**config.mk**
```make
export PLATFORM = sky130hd
export DESIGN_NAME = sar_seq
export DESIGN_NICKNAME = d
export VERILOG_FILES = /design/src/rtl/sar_pkg.sv /design/src/rtl/sar_phase.sv /design/src/rtl/sar_datapath.sv /design/src/rtl/sar_chan_seq.sv /design/src/rtl/sar_result_bank.sv /design/src/rtl/sar_seq.sv
export SDC_FILE = /design/constraint.sdc
export NUM_CORES = 1
export LEC_CHECK = 0
export BUFFER_PORTS_ARGS = -buffer_cell sky130_fd_sc_hd__buf_2
export CORE_AREA = 3 3 153 155
export DETAILED_ROUTE_END_ITERATION = 12
export DIE_AREA = 0 0 156 158
export MAX_ROUTING_LAYER = met4
export SKIP_CTS_REPAIR_TIMING = 1
export SLEW_MARGIN = 0
export SYNTH_ARGS = -nofsm -noshare
export SYNTH_HDL_FRONTEND = slang
export SYNTH_SLANG_ARGS = --single-unit
```
**constraint.sdc**
```tcl
create_clock -name clk -period 13.55 [get_ports clk]
set_clock_uncertainty 0.05 [all_clocks]
set_input_delay 4.065 -clock clk [delete_from_list [all_inputs] [get_ports clk]]
set_output_delay 4.065 -clock clk [all_outputs]
set_load 0.02 [all_outputs]
```
**src/rtl/sar_pkg.sv**
```systemverilog
// Shared encodings for the conversion sequencer.
// Assumes mode codes are fixed by software convention (0..4); other codes act as one-shot.
package sar_pkg;

    typedef enum logic [2:0] {
        MODE_ONESHOT = 3'd0,
        MODE_REPEAT  = 3'd1,
        MODE_SWEEP   = 3'd2,
        MODE_RSWEEP  = 3'd3,
        MODE_PRISWP  = 3'd4
    } mode_e;

    typedef enum logic [1:0] {
        ST_IDLE  = 2'd0,
        ST_ARMED = 2'd1,
        ST_CONV  = 2'd2
    } state_e;

    // True for the modes that keep converting until software stops them.
    function automatic logic mode_loops(input logic [2:0] m);
        return (m == MODE_REPEAT) || (m == MODE_RSWEEP) || (m == MODE_PRISWP);
    endfunction

endpackage

```
**src/rtl/sar_phase.sv**
```systemverilog
// Phase decoder: maps the in-conversion cycle count onto sampling, bit-step
// and store phases for the selected resolution and timing profile.
// Assumes every total exceeds the step count by at least two cycles.
module sar_phase #(
    parameter int RES_W   = 10,
    parameter int LO_W    = 8,
    parameter int T_LO    = 49,
    parameter int T_HI    = 59,
    parameter int T_LO_SH = 28,
    parameter int T_HI_SH = 33,
    parameter int CNT_W   = 6,
    parameter int IDX_W   = 4
) (
    input  logic             res_hi,
    input  logic             sh_en,
    input  logic [CNT_W-1:0] cyc,
    output logic             in_sample,
    output logic             in_step,
    output logic             last_cyc,
    output logic [IDX_W-1:0] bit_idx
);

    logic [CNT_W-1:0] total;
    logic [CNT_W-1:0] nsteps;
    logic [CNT_W-1:0] samp;
    logic [CNT_W-1:0] offs;

    // Total length and step count for the current configuration.
    always_comb begin
        if (res_hi) begin
            total  = sh_en ? CNT_W'(T_HI_SH) : CNT_W'(T_HI);
            nsteps = CNT_W'(RES_W);
        end else begin
            total  = sh_en ? CNT_W'(T_LO_SH) : CNT_W'(T_LO);
            nsteps = CNT_W'(LO_W);
        end
        samp = total - nsteps - CNT_W'(1);
    end

    // Phase flags and the bit under trial, counted down from the MSB.
    always_comb begin
        in_sample = (cyc < samp);
        in_step   = !in_sample && (cyc < (samp + nsteps));
        last_cyc  = (cyc == (total - CNT_W'(1)));
        offs      = cyc - samp;
        bit_idx   = IDX_W'(RES_W - 1) - IDX_W'(offs);
    end

endmodule

```
**src/rtl/sar_datapath.sv**
```systemverilog
// Successive-approximation register: cleared while sampling, then resolves
// one bit per step cycle from the comparator. Drives the trial code only
// during step cycles, zero otherwise.
module sar_datapath #(
    parameter int RES_W = 10,
    parameter int IDX_W = 4
) (
    input  logic             clk,
    input  logic             rst_n,
    input  logic             in_sample,
    input  logic             in_step,
    input  logic [IDX_W-1:0] bit_idx,
    input  logic             cmp_in,
    output logic [RES_W-1:0] sar_q,
    output logic [RES_W-1:0] dac_code
);

    logic [RES_W-1:0] mask;
    logic [RES_W-1:0] trial;

    // Trial code: bits already decided plus the bit under test.
    always_comb begin
        mask     = RES_W'(1) << bit_idx;
        trial    = sar_q | mask;
        dac_code = in_step ? trial : '0;
    end

    // Register update: clear while sampling, keep or drop the trial bit on a step.
    always_ff @(posedge clk) begin
        if (!rst_n) begin
            sar_q <= '0;
        end else if (in_sample) begin
            sar_q <= '0;
        end else if (in_step && cmp_in) begin
            sar_q <= trial;
        end
    end

endmodule

```
**src/rtl/sar_chan_seq.sv**
```systemverilog
// Channel sequencer: yields the channel for each conversion and flags the
// final one of a single-run sequence. Assumes sweep length never exceeds NCH.
module sar_chan_seq
    import sar_pkg::*;
#(
    parameter int NCH  = 8,
    parameter int CH_W = 3
) (
    input  logic            clk,
    input  logic            rst_n,
    input  logic            init,
    input  logic            advance,
    input  logic [2:0]      mode,
    input  logic [CH_W-1:0] pri_ch,
    input  logic [1:0]      len_code,
    output logic [CH_W-1:0] chan,
    output logic            seq_last
);

    localparam int LW = CH_W + 1;

    logic [LW-1:0]   len;
    logic [CH_W-1:0] pos_q;
    logic [CH_W-1:0] oth_q;
    logic            pri_slot_q;
    logic [CH_W-1:0] first_oth;
    logic [CH_W-1:0] next_oth;
    logic [LW-1:0]   cand_a;
    logic [LW-1:0]   cand_b;

    // Sweep length and next non-priority channel, wrapping inside the sweep.
    always_comb begin
        len       = LW'({len_code, 1'b0}) + LW'(2);
        first_oth = (pri_ch == '0) ? CH_W'(1) : '0;
        cand_a    = LW'(oth_q) + LW'(1);
        if (cand_a >= len) cand_a = '0;
        cand_b = cand_a;
        if (cand_b == LW'(pri_ch)) begin
            cand_b = cand_b + LW'(1);
            if (cand_b >= len) cand_b = '0;
        end
        next_oth = CH_W'(cand_b);
    end

    // Channel and end-of-sequence flag per mode.
    always_comb begin
        case (mode)
            MODE_SWEEP, MODE_RSWEEP: begin
                chan     = pos_q;
                seq_last = (LW'(pos_q) == (len - LW'(1)));
            end
            MODE_PRISWP: begin
                chan     = pri_slot_q ? pri_ch : oth_q;
                seq_last = 1'b0;
            end
            default: begin
                chan     = pri_ch;
                seq_last = 1'b1;
            end
        endcase
    end

    // Position state: loaded at start, stepped after each stored conversion.
    always_ff @(posedge clk) begin
        if (!rst_n) begin
            pos_q      <= '0;
            oth_q      <= '0;
            pri_slot_q <= 1'b1;
        end else if (init) begin
            pos_q      <= '0;
            oth_q      <= first_oth;
            pri_slot_q <= 1'b1;
        end else if (advance) begin
            pos_q <= seq_last ? '0 : pos_q + CH_W'(1);
            if (pri_slot_q) begin
                pri_slot_q <= 1'b0;
            end else begin
                pri_slot_q <= 1'b1;
                oth_q      <= next_oth;
            end
        end
    end

endmodule

```
**src/rtl/sar_result_bank.sv**
```systemverilog
// One result register per channel, written at the store cycle, read by index.
module sar_result_bank #(
    parameter int NCH   = 8,
    parameter int RES_W = 10,
    parameter int CH_W  = 3
) (
    input  logic             clk,
    input  logic             rst_n,
    input  logic             we,
    input  logic [CH_W-1:0]  wchan,
    input  logic [RES_W-1:0] wdata,
    input  logic [CH_W-1:0]  rd_chan,
    output logic [RES_W-1:0] rd_data
);

    logic [RES_W-1:0] bank [NCH];

    for (genvar g = 0; g < NCH; g++) begin : g_reg
        logic [RES_W-1:0] q;
        // Holds channel g's last finished code.
        always_ff @(posedge clk) begin
            if (!rst_n) begin
                q <= '0;
            end else if (we && (wchan == CH_W'(g))) begin
                q <= wdata;
            end
        end
        assign bank[g] = q;
    end

    // Read port.
    assign rd_data = bank[rd_chan];

endmodule

```
**src/rtl/sar_seq.sv**
```systemverilog
// Top of the conversion sequencer: start/trigger control, per-conversion
// cycle counter, and wiring of phase decoder, SAR datapath, channel
// sequencer and result bank. Assumes configuration is steady while the
// start bit is set and trig_n is synchronous to clk. T_HI is the largest total.
module sar_seq
    import sar_pkg::*;
#(
    parameter int NCH     = 8,
    parameter int RES_W   = 10,
    parameter int LO_W    = 8,
    parameter int T_LO    = 49,
    parameter int T_HI    = 59,
    parameter int T_LO_SH = 28,
    parameter int T_HI_SH = 33
) (
    input  logic                     clk,
    input  logic                     rst_n,
    input  logic                     start_set,
    input  logic                     start_clr,
    input  logic                     ext_trig_en,
    input  logic                     trig_n,
    input  logic [2:0]               mode,
    input  logic [$clog2(NCH)-1:0]   chan_sel,
    input  logic [1:0]               sweep_len,
    input  logic                     res_hi,
    input  logic                     sh_en,
    input  logic                     cmp_in,
    output logic [RES_W-1:0]         dac_code,
    output logic [$clog2(NCH)-1:0]   cur_chan,
    input  logic [$clog2(NCH)-1:0]   rd_chan,
    output logic [RES_W-1:0]         rd_data,
    output logic                     busy,
    output logic                     done,
    output logic                     start_bit
);

    localparam int CH_W  = $clog2(NCH);
    localparam int CNT_W = $clog2(T_HI + 1);
    localparam int IDX_W = $clog2(RES_W);

    state_e           state_q;
    logic [CNT_W-1:0] cyc_q;
    logic             trig_q;
    logic             fall;
    logic             in_sample;
    logic             in_step;
    logic             last_cyc;
    logic [IDX_W-1:0] bit_idx;
    logic [RES_W-1:0] sar_q;
    logic [RES_W-1:0] wdata;
    logic             seq_init;
    logic             seq_adv;
    logic             seq_last;
    logic             retrig;
    logic             we;

    // Control decodes: trigger edge, restart, store and channel stepping.
    always_comb begin
        fall     = trig_q && !trig_n;
        busy     = (state_q == ST_CONV);
        retrig   = busy && ext_trig_en && fall;
        we       = busy && last_cyc && !start_clr && !retrig;
        seq_init = ((state_q == ST_IDLE) && start_set) ||
                   ((state_q == ST_ARMED) && fall && !start_clr);
        seq_adv  = we;
        wdata    = res_hi ? sar_q : RES_W'(sar_q[RES_W-1 -: LO_W]);
    end

    // Trigger pin history for falling-edge detection.
    always_ff @(posedge clk) begin
        if (!rst_n) trig_q <= 1'b1;
        else        trig_q <= trig_n;
    end

    // Start bit, done flag, state and cycle counter.
    always_ff @(posedge clk) begin
        if (!rst_n) begin
            state_q   <= ST_IDLE;
            cyc_q     <= '0;
            start_bit <= 1'b0;
            done      <= 1'b0;
        end else begin
            case (state_q)
                ST_IDLE: begin
                    cyc_q <= '0;
                    if (start_set) begin
                        start_bit <= 1'b1;
                        done      <= 1'b0;
                        state_q   <= ext_trig_en ? ST_ARMED : ST_CONV;
                    end
                end
                ST_ARMED: begin
                    cyc_q <= '0;
                    if (start_clr) begin
                        start_bit <= 1'b0;
                        state_q   <= ST_IDLE;
                    end else if (fall) begin
                        state_q <= ST_CONV;
                    end
                end
                ST_CONV: begin
                    if (start_clr) begin
                        start_bit <= 1'b0;
                        cyc_q     <= '0;
                        state_q   <= ST_IDLE;
                    end else if (retrig) begin
                        cyc_q <= '0;
                    end else if (last_cyc) begin
                        cyc_q <= '0;
                        if (seq_last && !mode_loops(mode)) begin
                            start_bit <= 1'b0;
                            done      <= 1'b1;
                            state_q   <= ST_IDLE;
                        end
                    end else begin
                        cyc_q <= cyc_q + CNT_W'(1);
                    end
                end
                default: state_q <= ST_IDLE;
            endcase
        end
    end

    sar_phase #(
        .RES_W(RES_W), .LO_W(LO_W), .T_LO(T_LO), .T_HI(T_HI),
        .T_LO_SH(T_LO_SH), .T_HI_SH(T_HI_SH), .CNT_W(CNT_W), .IDX_W(IDX_W)
    ) u_phase (
        .res_hi   (res_hi),
        .sh_en    (sh_en),
        .cyc      (cyc_q),
        .in_sample(in_sample),
        .in_step  (in_step),
        .last_cyc (last_cyc),
        .bit_idx  (bit_idx)
    );

    sar_datapath #(.RES_W(RES_W), .IDX_W(IDX_W)) u_dp (
        .clk      (clk),
        .rst_n    (rst_n),
        .in_sample(in_sample),
        .in_step  (in_step && busy),
        .bit_idx  (bit_idx),
        .cmp_in   (cmp_in),
        .sar_q    (sar_q),
        .dac_code (dac_code)
    );

    sar_chan_seq #(.NCH(NCH), .CH_W(CH_W)) u_seq (
        .clk     (clk),
        .rst_n   (rst_n),
        .init    (seq_init),
        .advance (seq_adv),
        .mode    (mode),
        .pri_ch  (chan_sel),
        .len_code(sweep_len),
        .chan    (cur_chan),
        .seq_last(seq_last)
    );

    sar_result_bank #(.NCH(NCH), .RES_W(RES_W), .CH_W(CH_W)) u_bank (
        .clk    (clk),
        .rst_n  (rst_n),
        .we     (we),
        .wchan  (cur_chan),
        .wdata  (wdata),
        .rd_chan(rd_chan),
        .rd_data(rd_data)
    );

endmodule

```
After elaboration in Yosys (flattened, before gate mapping) --
Cells that the tools add are included. W data, S select, Z words.
Storage, ports and cells: input port bits 20, word-level logic and storage cells 156, register bits after elaboration 108, output and inout port bits 26
Operators by class: equal/unequal tests 27, $lt $le $gt $ge 5, muxes and demuxes 47, reduce and logical (&&, ||, !) cells 44, $add $sub $neg 12, shifts and indexed selects 1, bitwise operators 3
Operators by type and width (number):
- $mux W10 | 4
- $bmux W10 S3 | 1
- $mux W6 | 5
- $logic_and A1 B1 Y1 | 21
- $mux W3 | 7
- $mux W2 | 9
- $eq A3 B3 Y1 const B | 5
- $mux W1 | 13
- $eq A3 B2 Y1 const B | 4
- $lt A6 B6 Y1 | 2
- $pmux W6 S2 | 1
- $reduce_and A6 Y1 | 2
- $sub A6 B1 Y6 const B | 2
- $ne A2 B2 Y1 const B | 5
- $or A10 B10 Y10 | 1
- $shl A1 B4 Y10 const A | 1
- $ge A4 B4 Y1 | 2
- $reduce_or A2 Y1 | 4
- $add A6 B1 Y6 const B | 1
- $add A6 B4 Y6 | 1
- $eq A3 B1 Y1 const B | 2
- $eq A6 B6 Y1 | 1
- $logic_not A3 Y1 | 2
- $ne A3 B2 Y1 const B | 2
- other kinds (30) | 41

Logic depth before layout (Yosys ltp) --
Gate-level depths: netlist (run 1).
depth in word-level cells 10, mapped depth 15

Cells and area by module --
A second synthesis (run 1) with hierarchy kept.
Unflattened totals: cells, all modules 714, area, all modules 6518.8 µm²
By module, submodules not included:
- sar_result_bank | times used 1, area each 3787.4 µm², cells an instance 404
- sar_chan_seq | times used 1, area each 887.1 µm², cells an instance 121
- sar_seq | times used 1, area each 732.0 µm², cells an instance 81
- sar_datapath | times used 1, area each 614.3 µm², cells an instance 49
- sar_phase | times used 1, area each 498.0 µm², cells an instance 59

Worst setup path after synthesis (run 1) --
OpenSTA, ideal clock, no wires.
path type input to output, start in res_hi, end out dac_code[8], required time 9435 ps, path buffers 1, path slack 2397 ps, arrival 7038 ps, cell stages on the path 14, path through clkbuf_1 -> inv_1 -> ha_1 -> xor2_1 -> inv_1 -> ha_1 -> inv_1 -> ha_1 -> fa_1 -> nor2b_1 -> and2_1 -> nor2b_1 -> nor2_1 -> nor2_1
On the way: cells in the longest elaborated chain, start to end 8, elaborated cells between the ends (all ways) 15
Ends and longest elaborated chain:
- start: declaration | line sar_seq.sv:25 | input logic res_hi,
- $mux W6 or $mux W2 (tied branches) | line sar_phase.sv:30 | if (res_hi) begin
- $sub A6 B4 Y6 | line sar_phase.sv:37 | samp = total - nsteps - CNT_W'(1);
- $sub A6 B1 Y6 | line sar_phase.sv:37
- $add A6 B4 Y6 (tied with other cells) | line sar_phase.sv:43 | in_step = !in_sample && (cyc < (samp + nsteps));
- $lt A6 B6 Y1 (tied with other cells) | line sar_phase.sv:43
- $logic_and A1 B1 Y1 or $shl A1 B4 Y10 (tied branches) | line sar_phase.sv:43, sar_datapath.sv:23
- $logic_and A1 B1 Y1 or $or A10 B10 Y10 (tied branches) | line sar_seq.sv:141, sar_datapath.sv:24
- $mux W10 * | line sar_datapath.sv:25 | dac_code = in_step ? trial : '0;
- end: declaration | line sar_seq.sv:28 | output logic [RES_W-1:0] dac_code,
Mark *: on every way between the ends. The rest lies on a longest branch, timed or not.

Worst setup path after layout (run 1) --
Ends and elaborated chain as after synthesis.

==> results.cfg, run 1 <==
[job]
max-cap-violations = 0

[cts]
cts_sinks = 108
root_buffer = clkbuf_16
cts_tree = done
clockBufferDepth = 2
clock_latency_ns = 0.36
cts_buffers = 9
htreeDepth = 3
clk_pin_slew_ns = 0.08

[route]
detail_route.wirelength_mm = 14.4
drc = 0
dr.pass1.iters = 5
drtIter0Drc = 233
routed_via_density = 4.67
ant_nets = 0
wl_per_cell_um = 15.5
vias = 4362

[yosys]
synth.distinct_cells = 60
synth_area_per_cell_um2 = 9.91
syn-num-nets = 674
ys.flop_type = dfxtp_1
mappedNetlistArea_um2 = 6140
synthArstFlopShare = 0
synth_seq_cells = 108
synthCells = 619
yosysSeqAreaShare = 0.352
synth_edf_count = 0
yosysWarnings = 0

[sta]
final-hold-violation-count = 0
rsz0062_at_grt = no
relSlewSlack = 0.466
fmax_mhz = 88.5
fin_hold_ws_ns = 0.443
tightest_slew_ns = 0.800
period_minus_slack_ns = 11.29
fin_crit_sh = 0.833
maxSlewViolCount = 0
setup_viol = 0
tns_ns = 0

[cells_and_area]
design_area_um2 = 6920
n_fill_cell = 2266
syn2layout_area_growth_pct = 12.8
nets = 704
multi_input_area_um2 = 3770
final_util = 0.315
regArea_um2 = 2160
final_cell_mix = 108 x dfxtp_1, 95 x nor2b_1, 81 x mux2i_1
final_layout_size_suffix_gt1_frac = 0.173
layout_commonest_cell = dfxtp_1
antennaDiodeCount = 0

[critical_path]
rr_worst_depth = 13
end_kind = output pin
cp_slowest_stage_delay_ns = 0.54
crit_arrival_ns = 7.18
critical_path_class = in -> out
startpoint = res_hi
worstPathMaxFanout = 13
crit_path_start_kind = input port
crit_chain = buf_2 -> inv_1 -> ha_1 -> xor2_1 -> inv_1 -> ha_1 -> inv_1 -> ha_1 -> fa_1 -> nor2b_1 -> and2_1 -> nor2b_1 -> nor2_1 -> nor2_1 -> buf_2
path_buf_inv = 5
cp.depth = 15
timing.rr.start = u_seq.oth_q[0]
cpMaxStageDelayCell = fa_1
ff2ff_setup_slack_ns = 10.05
crit_family = adder cells
worstPathRequired_ns = 9.43
crit_end = dac_code[8]
r2r-end = u_seq.oth_q[0]

[min_path]
hold_class = reg -> reg

[pwr]
power_leakage_nw = 3.00
p_per_area_nw_per_um2 = 97.8
ir_drop_mv = 0.0470

[floorplan]
fp.dieH_um = 158
io_pins = 46
die_w_um = 156
num_rows = 54
die-area_um2 = 24600
initial_core_util = 0.279
core_um2 = 22000

[placed_design]
gp_congestion = 0.825
dpl.hpwl_mm = 9.76
portBuffers = 45
dpl_cell_area_um2 = 6620

[run_status]
outcome = finished, final reports clean

[global_route]
grt_max_degree = 92
grt_use_total = 0.124
grt.overflow.total = 0
grt_pass1_wl_mm = 23.3
grt_pass1_vias = 4394
antenna_found_initial = 0
==> worst register-to-register path, cell delays in order (launching register included) <==
cell and delay (ns):
dfxtp_1 0.50, ha_1 0.31, inv_1 0.09, ha_1 0.23, a21boi_1 0.23, a21oi_1 0.19
a211oi_2 0.36, ha_1 0.31, inv_1 0.06, ha_1 0.21, a21boi_0 0.32, maj3_1 0.25
o21ai_0 0.09, a41oi_1 0.22
==> sequential cells by signal (all words and copies together), names as in the netlist <==
name	cells
u_seq.pos_q	3
trig_q	1
u_bank.g.q	80
cyc_q	6
u_seq.oth_q	3
u_seq.pri_slot_q	1
start_bit	1
u_dp.sar_q	10
state_q	2
done	1
==> synthesized netlist by cell type (5+ instances only) <==
cell | number | area (µm²)
dfxtp_1 | 108 | 2160
nor2b_1 | 95 | 594
mux2i_1 | 81 | 811
nor2_1 | 41 | 154
ha_1 | 33 | 413
inv_1 | 26 | 97.6
nand2_1 | 23 | 86.3
clkbuf_1 | 22 | 82.6
mux4_2 | 20 | 450
mux2_2 | 18 | 203
o21ai_0 | 18 | 90.1
a21oi_1 | 14 | 70.1
nand4_1 | 11 | 68.8
xnor2_1 | 8 | 70.1
xor2_1 | 7 | 61.3
and2_1 | 6 | 37.5
nand2_2 | 6 | 37.5
a31oi_1 | 5 | 31.3
nand3_1 | 5 | 25.0
o21a_1 | 5 | 37.5
==> power by group <==
group / switching [mW] / total, mW / internal, mW
Sequential: 0.00296 / 0.323 / 0.320
Clock: 0.135 / 0.271 / 0.136
Combinational: 0.0507 / 0.0839 / 0.0332
==> area by class of cell <==
type / count / area share
multi-input combinational: 456 / 0.544
tap: 280 / 0.0506
sequential: 108 / 0.312
inverter: 26 / 0.0141
clock buffer: 10 / 0.0345
timing repair buffer: 48 / 0.0358
clock inverter: 6 / 0.00885
==> per-stage QoR <==
step / cells / total power [mW] / worst slack [ns]
after global placement: 918 / 0.414 / 2.24
after floorplan: 619 / 0.392 / 2.40
after detailed placement: 918 / 0.414 / 2.21
after global routing: 934 / 0.706 / 1.92
final: 934 / 0.678 / 2.26
after CTS: 934 / 0.687 / 2.21
==> layer usage <==
metal,vias up,GRT usage,share of wire
li1,2228,-,-
met1,2061,0.157,0.48
met2,60,0.202,0.47
met3,13,0.0293,0.039
met4,0,0.0311,0.012
met5,-,-,0
==> cell families after synthesis <==
kind of cell | count (synthesis) | synth area share
simple gates | 209 | 0.190
buf+inv | 55 | 0.0349
flops | 108 | 0.352
mux | 119 | 0.239
compound gates | 76 | 0.0838
xor+xnor | 16 | 0.0251
fa+ha+maj | 36 | 0.0754
==> worst min-delay path by stage <==
| stage | startpoint | end | slack [ns] | cells after the start |
|---|---|---|---|---|
| floorplan | u_dp.sar_q[0] | u_dp.sar_q[0] | 0.39 | 2 |
| finish | done | done | 0.44 | 2 |
| CTS | u_dp.sar_q[0] | u_dp.sar_q[0] | 0.44 | 2 |
| global placement | done | done | 0.42 | 2 |
| detailed placement | u_dp.sar_q[0] | u_dp.sar_q[0] | 0.43 | 2 |
| global route | done | done | 0.47 | 2 |
(Power assumes the default switching activity.)
==> run 2: changes to the inputs <==
Clock period 13.55 ns to 11.6 ns, I/O delays scaled along.
==> run 2 against run 1 <==
Sequential power is 17% higher. Combinational power is 18% higher. Flip-flop and latch count is the same. Critical endpoint is now dac_code[2].
==> results.cfg, run 2 (synthesis gave the netlist of run 1 again) <==
[cts]
clockBufferDepth = 2
clk_pin_slew_ns = 0.08
htreeDepth = 3
cts_tree = done
root_buffer = clkbuf_16
clock_latency_ns = 0.36
cts_buffers = 9
cts_sinks = 108

[critical_path]
rr_worst_depth = 14
crit_path_start_kind = input port
crit_arrival_ns = 6.61
timing.rr.start = u_seq.oth_q[0]
crit_end = dac_code[2]
worstPathRequired_ns = 8.07
r2r-end = u_seq.oth_q[0]
end_kind = output pin
critical_path_class = in -> out
ff2ff_setup_slack_ns = 8.06
startpoint = res_hi
worstPathMaxFanout = 13

[route]
drtIter0Drc = 257
vias = 4378
dr.pass1.iters = 4
drc = 0
wl_per_cell_um = 15.5
detail_route.wirelength_mm = 14.4
ant_nets = 0
routed_via_density = 4.69

[floorplan]
initial_core_util = 0.279
fp.dieH_um = 158
io_pins = 46
die_w_um = 156
core_um2 = 22000
die-area_um2 = 24600
num_rows = 54

[global_route]
grt.overflow.total = 0
grt_use_total = 0.124
grt_pass1_wl_mm = 23.3
grt_pass1_vias = 4307
grt_max_degree = 92
antenna_found_initial = 0

[placed_design]
dpl.hpwl_mm = 9.80
gp_congestion = 0.825
dp_slack_ns = 1.41
portBuffers = 45

[sta]
period_minus_slack_ns = 10.14
tightest_slew_ns = 0.803
final-hold-violation-count = 0
setup_ws_ns = 1.46
setup_viol = 0
tns_ns = 0
fin_crit_sh = 0.874
fmax_mhz = 98.6
relSlewSlack = 0.465
maxSlewViolCount = 0
rsz0062_at_grt = no

[cells_and_area]
antennaDiodeCount = 0
largest_reg_flops = 80
reg_top3 = u_bank.g.q (80), u_dp.sar_q (10), cyc_q (6)
top_register = u_bank.g.q
regArea_um2 = 2160
final_layout_size_suffix_gt1_frac = 0.172
multi_input_area_um2 = 3770
final_cell_mix = 108 x dfxtp_1, 95 x nor2b_1, 81 x mux2i_1
syn2layout_area_growth_pct = 12.9
n_fill_cell = 2289
nets = 704
layout_commonest_cell = dfxtp_1

[pwr]
internal_power_mw = 0.584
power_frac_comb = 0.123
switching_share = 0.271
p_per_area_nw_per_um2 = 116
ir_drop_mv = 0.0590
switchingPower_mw = 0.217
power_leakage_nw = 3.00
seqPwrFrac = 0.470
clkPwrFrac = 0.406

[min_path]
hold_class = reg -> reg

[job]
max-cap-violations = 0

[run_status]
outcome = finished, final reports clean
==> run 2: per-stage QoR <==
stage	std cells	util	hold WS, ns	power, mW	instance area, µm²
3_5_place_dp	918	0.302	0.423	0.485	6620
4_1_cts	933	0.315	0.450	0.812	6930
3_3_place_gp	918	0.302	0.422	0.483	6620
6_report	933	0.315	0.446	0.801	6930
2_1_floorplan	619	-	0.392	0.458	6140
5_1_grt	933	0.315	0.486	0.837	6930
==> run 2: how the worst min path moves through the flow <==
| stage | startpoint | endpoint | slack [ns] | cells past startpoint |
|---|---|---|---|---|
| final | done | done | 0.45 | 2 |
| after global routing | u_dp.sar_q[0] | u_dp.sar_q[0] | 0.49 | 2 |
| after CTS | u_dp.sar_q[2] | u_dp.sar_q[2] | 0.45 | 2 |
| after detailed placement | done | done | 0.42 | 2 |
| after global placement | done | done | 0.42 | 2 |
| after floorplan | u_dp.sar_q[0] | u_dp.sar_q[0] | 0.39 | 2 |
==> run 2: worst max-delay path, cell delays in order <==
cell and delay, ns:
buf_2 0.23, inv_1 0.14, ha_1 0.30, xor2_1 0.25, inv_1 0.10, ha_1 0.28, inv_1 0.04, ha_1 0.20
fa_1 0.37, xor2_1 0.16, xnor2_1 0.15, nor2_1 0.40, a21oi_1 0.13, nor2_1 0.16, buf_2 0.21
==> run 2: routing by layer <==
| layer | routed length (µm) | global-route usage | up-vias |
|---|---|---|---|
| li1 | - | - | 2238 |
| met1 | 7290 | 0.159 | 2081 |
| met2 | 6570 | 0.201 | 45 |
| met3 | 367 | 0.0252 | 14 |
| met4 | 199 | 0.0341 | 0 |
| met5 | 0 | - | - |
==> run 2: final cells by class <==
type | instances | area share
clock buffer | 9 | 0.0325
clock inverter | 6 | 0.0114
inverter | 26 | 0.0141
multi-input combinational | 456 | 0.544
sequential | 108 | 0.312
tap | 280 | 0.0506
timing repair buffer | 48 | 0.0358
==> run 2: power by group through the flow <==
stage	registers, mW	logic [mW]	clock network (mW)
after floorplan	0.386	0.0722	0
after global placement	0.386	0.0977	0
after detailed placement	0.386	0.0988	0
after CTS	0.377	0.0991	0.335
after global routing	0.378	0.109	0.350
final	0.377	0.0987	0.326
==> run 3: changes to the inputs <==
Settings changed: PLACE_DENSITY set to 0.5.
==> run 3 against run 2 <==
Core utilization barely moved. Sequential power barely moved. Die area did not move. Wire length fell by 0.82%. First-iteration DRC count fell by 28%. Via count fell by 0.39%. Critical path depth did not move. Final cell count rose by 0.11%. Non-clock buffer count did not move. Global-route usage fell by 0.18 points. Power fell by 1.6%. Critical path type unchanged. Critical endpoint is now dac_code[8]. Largest cell class unchanged. Largest power group unchanged. Highest routed layer unchanged.
==> results.cfg, run 3 (synthesis gave the netlist of run 1 again) <==
[sta]
tns_ns = 0
relSlewSlack = 0.470
fmax_mhz = 98.7
period_minus_slack_ns = 10.13
setup_ws_ns = 1.47
fin_crit_sh = 0.873
setup_viol = 0
final-hold-violation-count = 0
rsz0062_at_grt = no
tightest_slew_ns = 0.794
maxSlewViolCount = 0

[route]
drtIter0Drc = 186
drc = 0
vias = 4361
ant_nets = 0
dr.pass1.iters = 4
routed_via_density = 4.67
detail_route.wirelength_mm = 14.3
wl_per_cell_um = 15.3

[cts]
cts_tree = done
cts_sinks = 108
clock_latency_ns = 0.35
htreeDepth = 3
clk_pin_slew_ns = 0.07
clockBufferDepth = 2
cts_buffers = 9
root_buffer = clkbuf_16

[critical_path]
crit_end = dac_code[8]
timing.rr.start = u_seq.oth_q[0]
r2r-end = u_seq.oth_q[0]
crit_arrival_ns = 6.60
worstPathRequired_ns = 8.07
end_kind = output pin
worstPathMaxFanout = 13
critical_path_class = in -> out
rr_worst_depth = 14
startpoint = res_hi
ff2ff_setup_slack_ns = 8.10
crit_path_start_kind = input port

[cells_and_area]
final_layout_size_suffix_gt1_frac = 0.173
top_register = u_bank.g.q
antennaDiodeCount = 0
design_area_um2 = 6920
nets = 704
final_cell_mix = 108 x dfxtp_1, 95 x nor2b_1, 81 x mux2i_1
syn2layout_area_growth_pct = 12.8
reg_top3 = u_bank.g.q (80), u_dp.sar_q (10), cyc_q (6)
layout_commonest_cell = dfxtp_1
largest_reg_flops = 80

[global_route]
use_met3 = 0.0197
grt_pass1_vias = 4387
antenna_found_initial = 0
top_usage_layer = met2
grt.overflow.total = 0
grt_max_degree = 92
use_met2 = 0.199
grt_use_total = 0.123
grt_pass1_wl_mm = 23.1
grtUsageMet1 = 0.156

[pwr]
p_per_area_nw_per_um2 = 114
ir_drop_mv = 0.0738
power_leakage_nw = 3.00

[placed_design]
dpl.hpwl_mm = 9.79
dp_slack_ns = 1.46
gp_congestion = 0.803
portBuffers = 45
dpl_cell_area_um2 = 6620

[min_path]
hold_class = reg -> reg

[floorplan]
fp.dieH_um = 158
die_w_um = 156
core_um2 = 22000
die-area_um2 = 24600
num_rows = 54
initial_core_util = 0.279
io_pins = 46

[job]
max-cap-violations = 0

[run_status]
outcome = finished, final reports clean
[run 3: changes by cell type in the layout (fill, tap and decap cells not counted)]
cell       change
bufinv_16      -1
clkbuf_8       +1
clkinv_4       -1
inv_6          +1
inv_8          +1
[run 3: area by class of cell]
type,count,area (µm²)
flip-flops and latches,108,2160
well taps,280,350
clock buffers,10,239
repair buffers,48,248
multi-input cells,456,3770
inverters,26,97.6
clock inverters,6,60.1
fillers,2282,15000
[run 3: metal layers]
metal	part of all wire	up-vias
met2	0.46	60
li1	-	2237
met3	0.031	15
met5	0	-
met4	0.018	0
met1	0.49	2049
[run 3: power breakdown]
group,switching [mW],leakage [nW],internal [mW]
clock,0.155,0.150,0.159
combinational,0.0587,1.98,0.0388
sequential,0.00343,0.871,0.374
[run 3: worst min-delay path by stage]
stage                   from            end  cells after the start
4_1_cts        u_dp.sar_q[1]  u_dp.sar_q[1]                      2
3_5_place_dp            done           done                      2
5_1_grt        u_dp.sar_q[1]  u_dp.sar_q[1]                      2
2_1_floorplan  u_dp.sar_q[0]  u_dp.sar_q[0]                      2
6_report                done           done                      2
3_3_place_gp            done           done                      2
[run 3: metrics by stage]
step           utilization  hold WS, ns  total power, mW  cells
6_report             0.315        0.444            0.788    934
2_1_floorplan            -        0.392            0.458    619
3_3_place_gp         0.302        0.430            0.485    918
4_1_cts              0.315        0.446            0.803    934
5_1_grt              0.315        0.472            0.826    934
3_5_place_dp         0.302        0.433            0.484    918
[run 3: worst max-delay path, stage by stage]
cell and delay, ns:
buf_2 0.23, inv_1 0.14, ha_1 0.30, xor2_1 0.24, inv_1 0.10, ha_1 0.28, inv_1 0.04, ha_1 0.20
fa_1 0.54, nor2b_1 0.34, and2_1 0.22, nor2b_1 0.18, nor2_1 0.05, nor2_1 0.08, buf_2 0.19
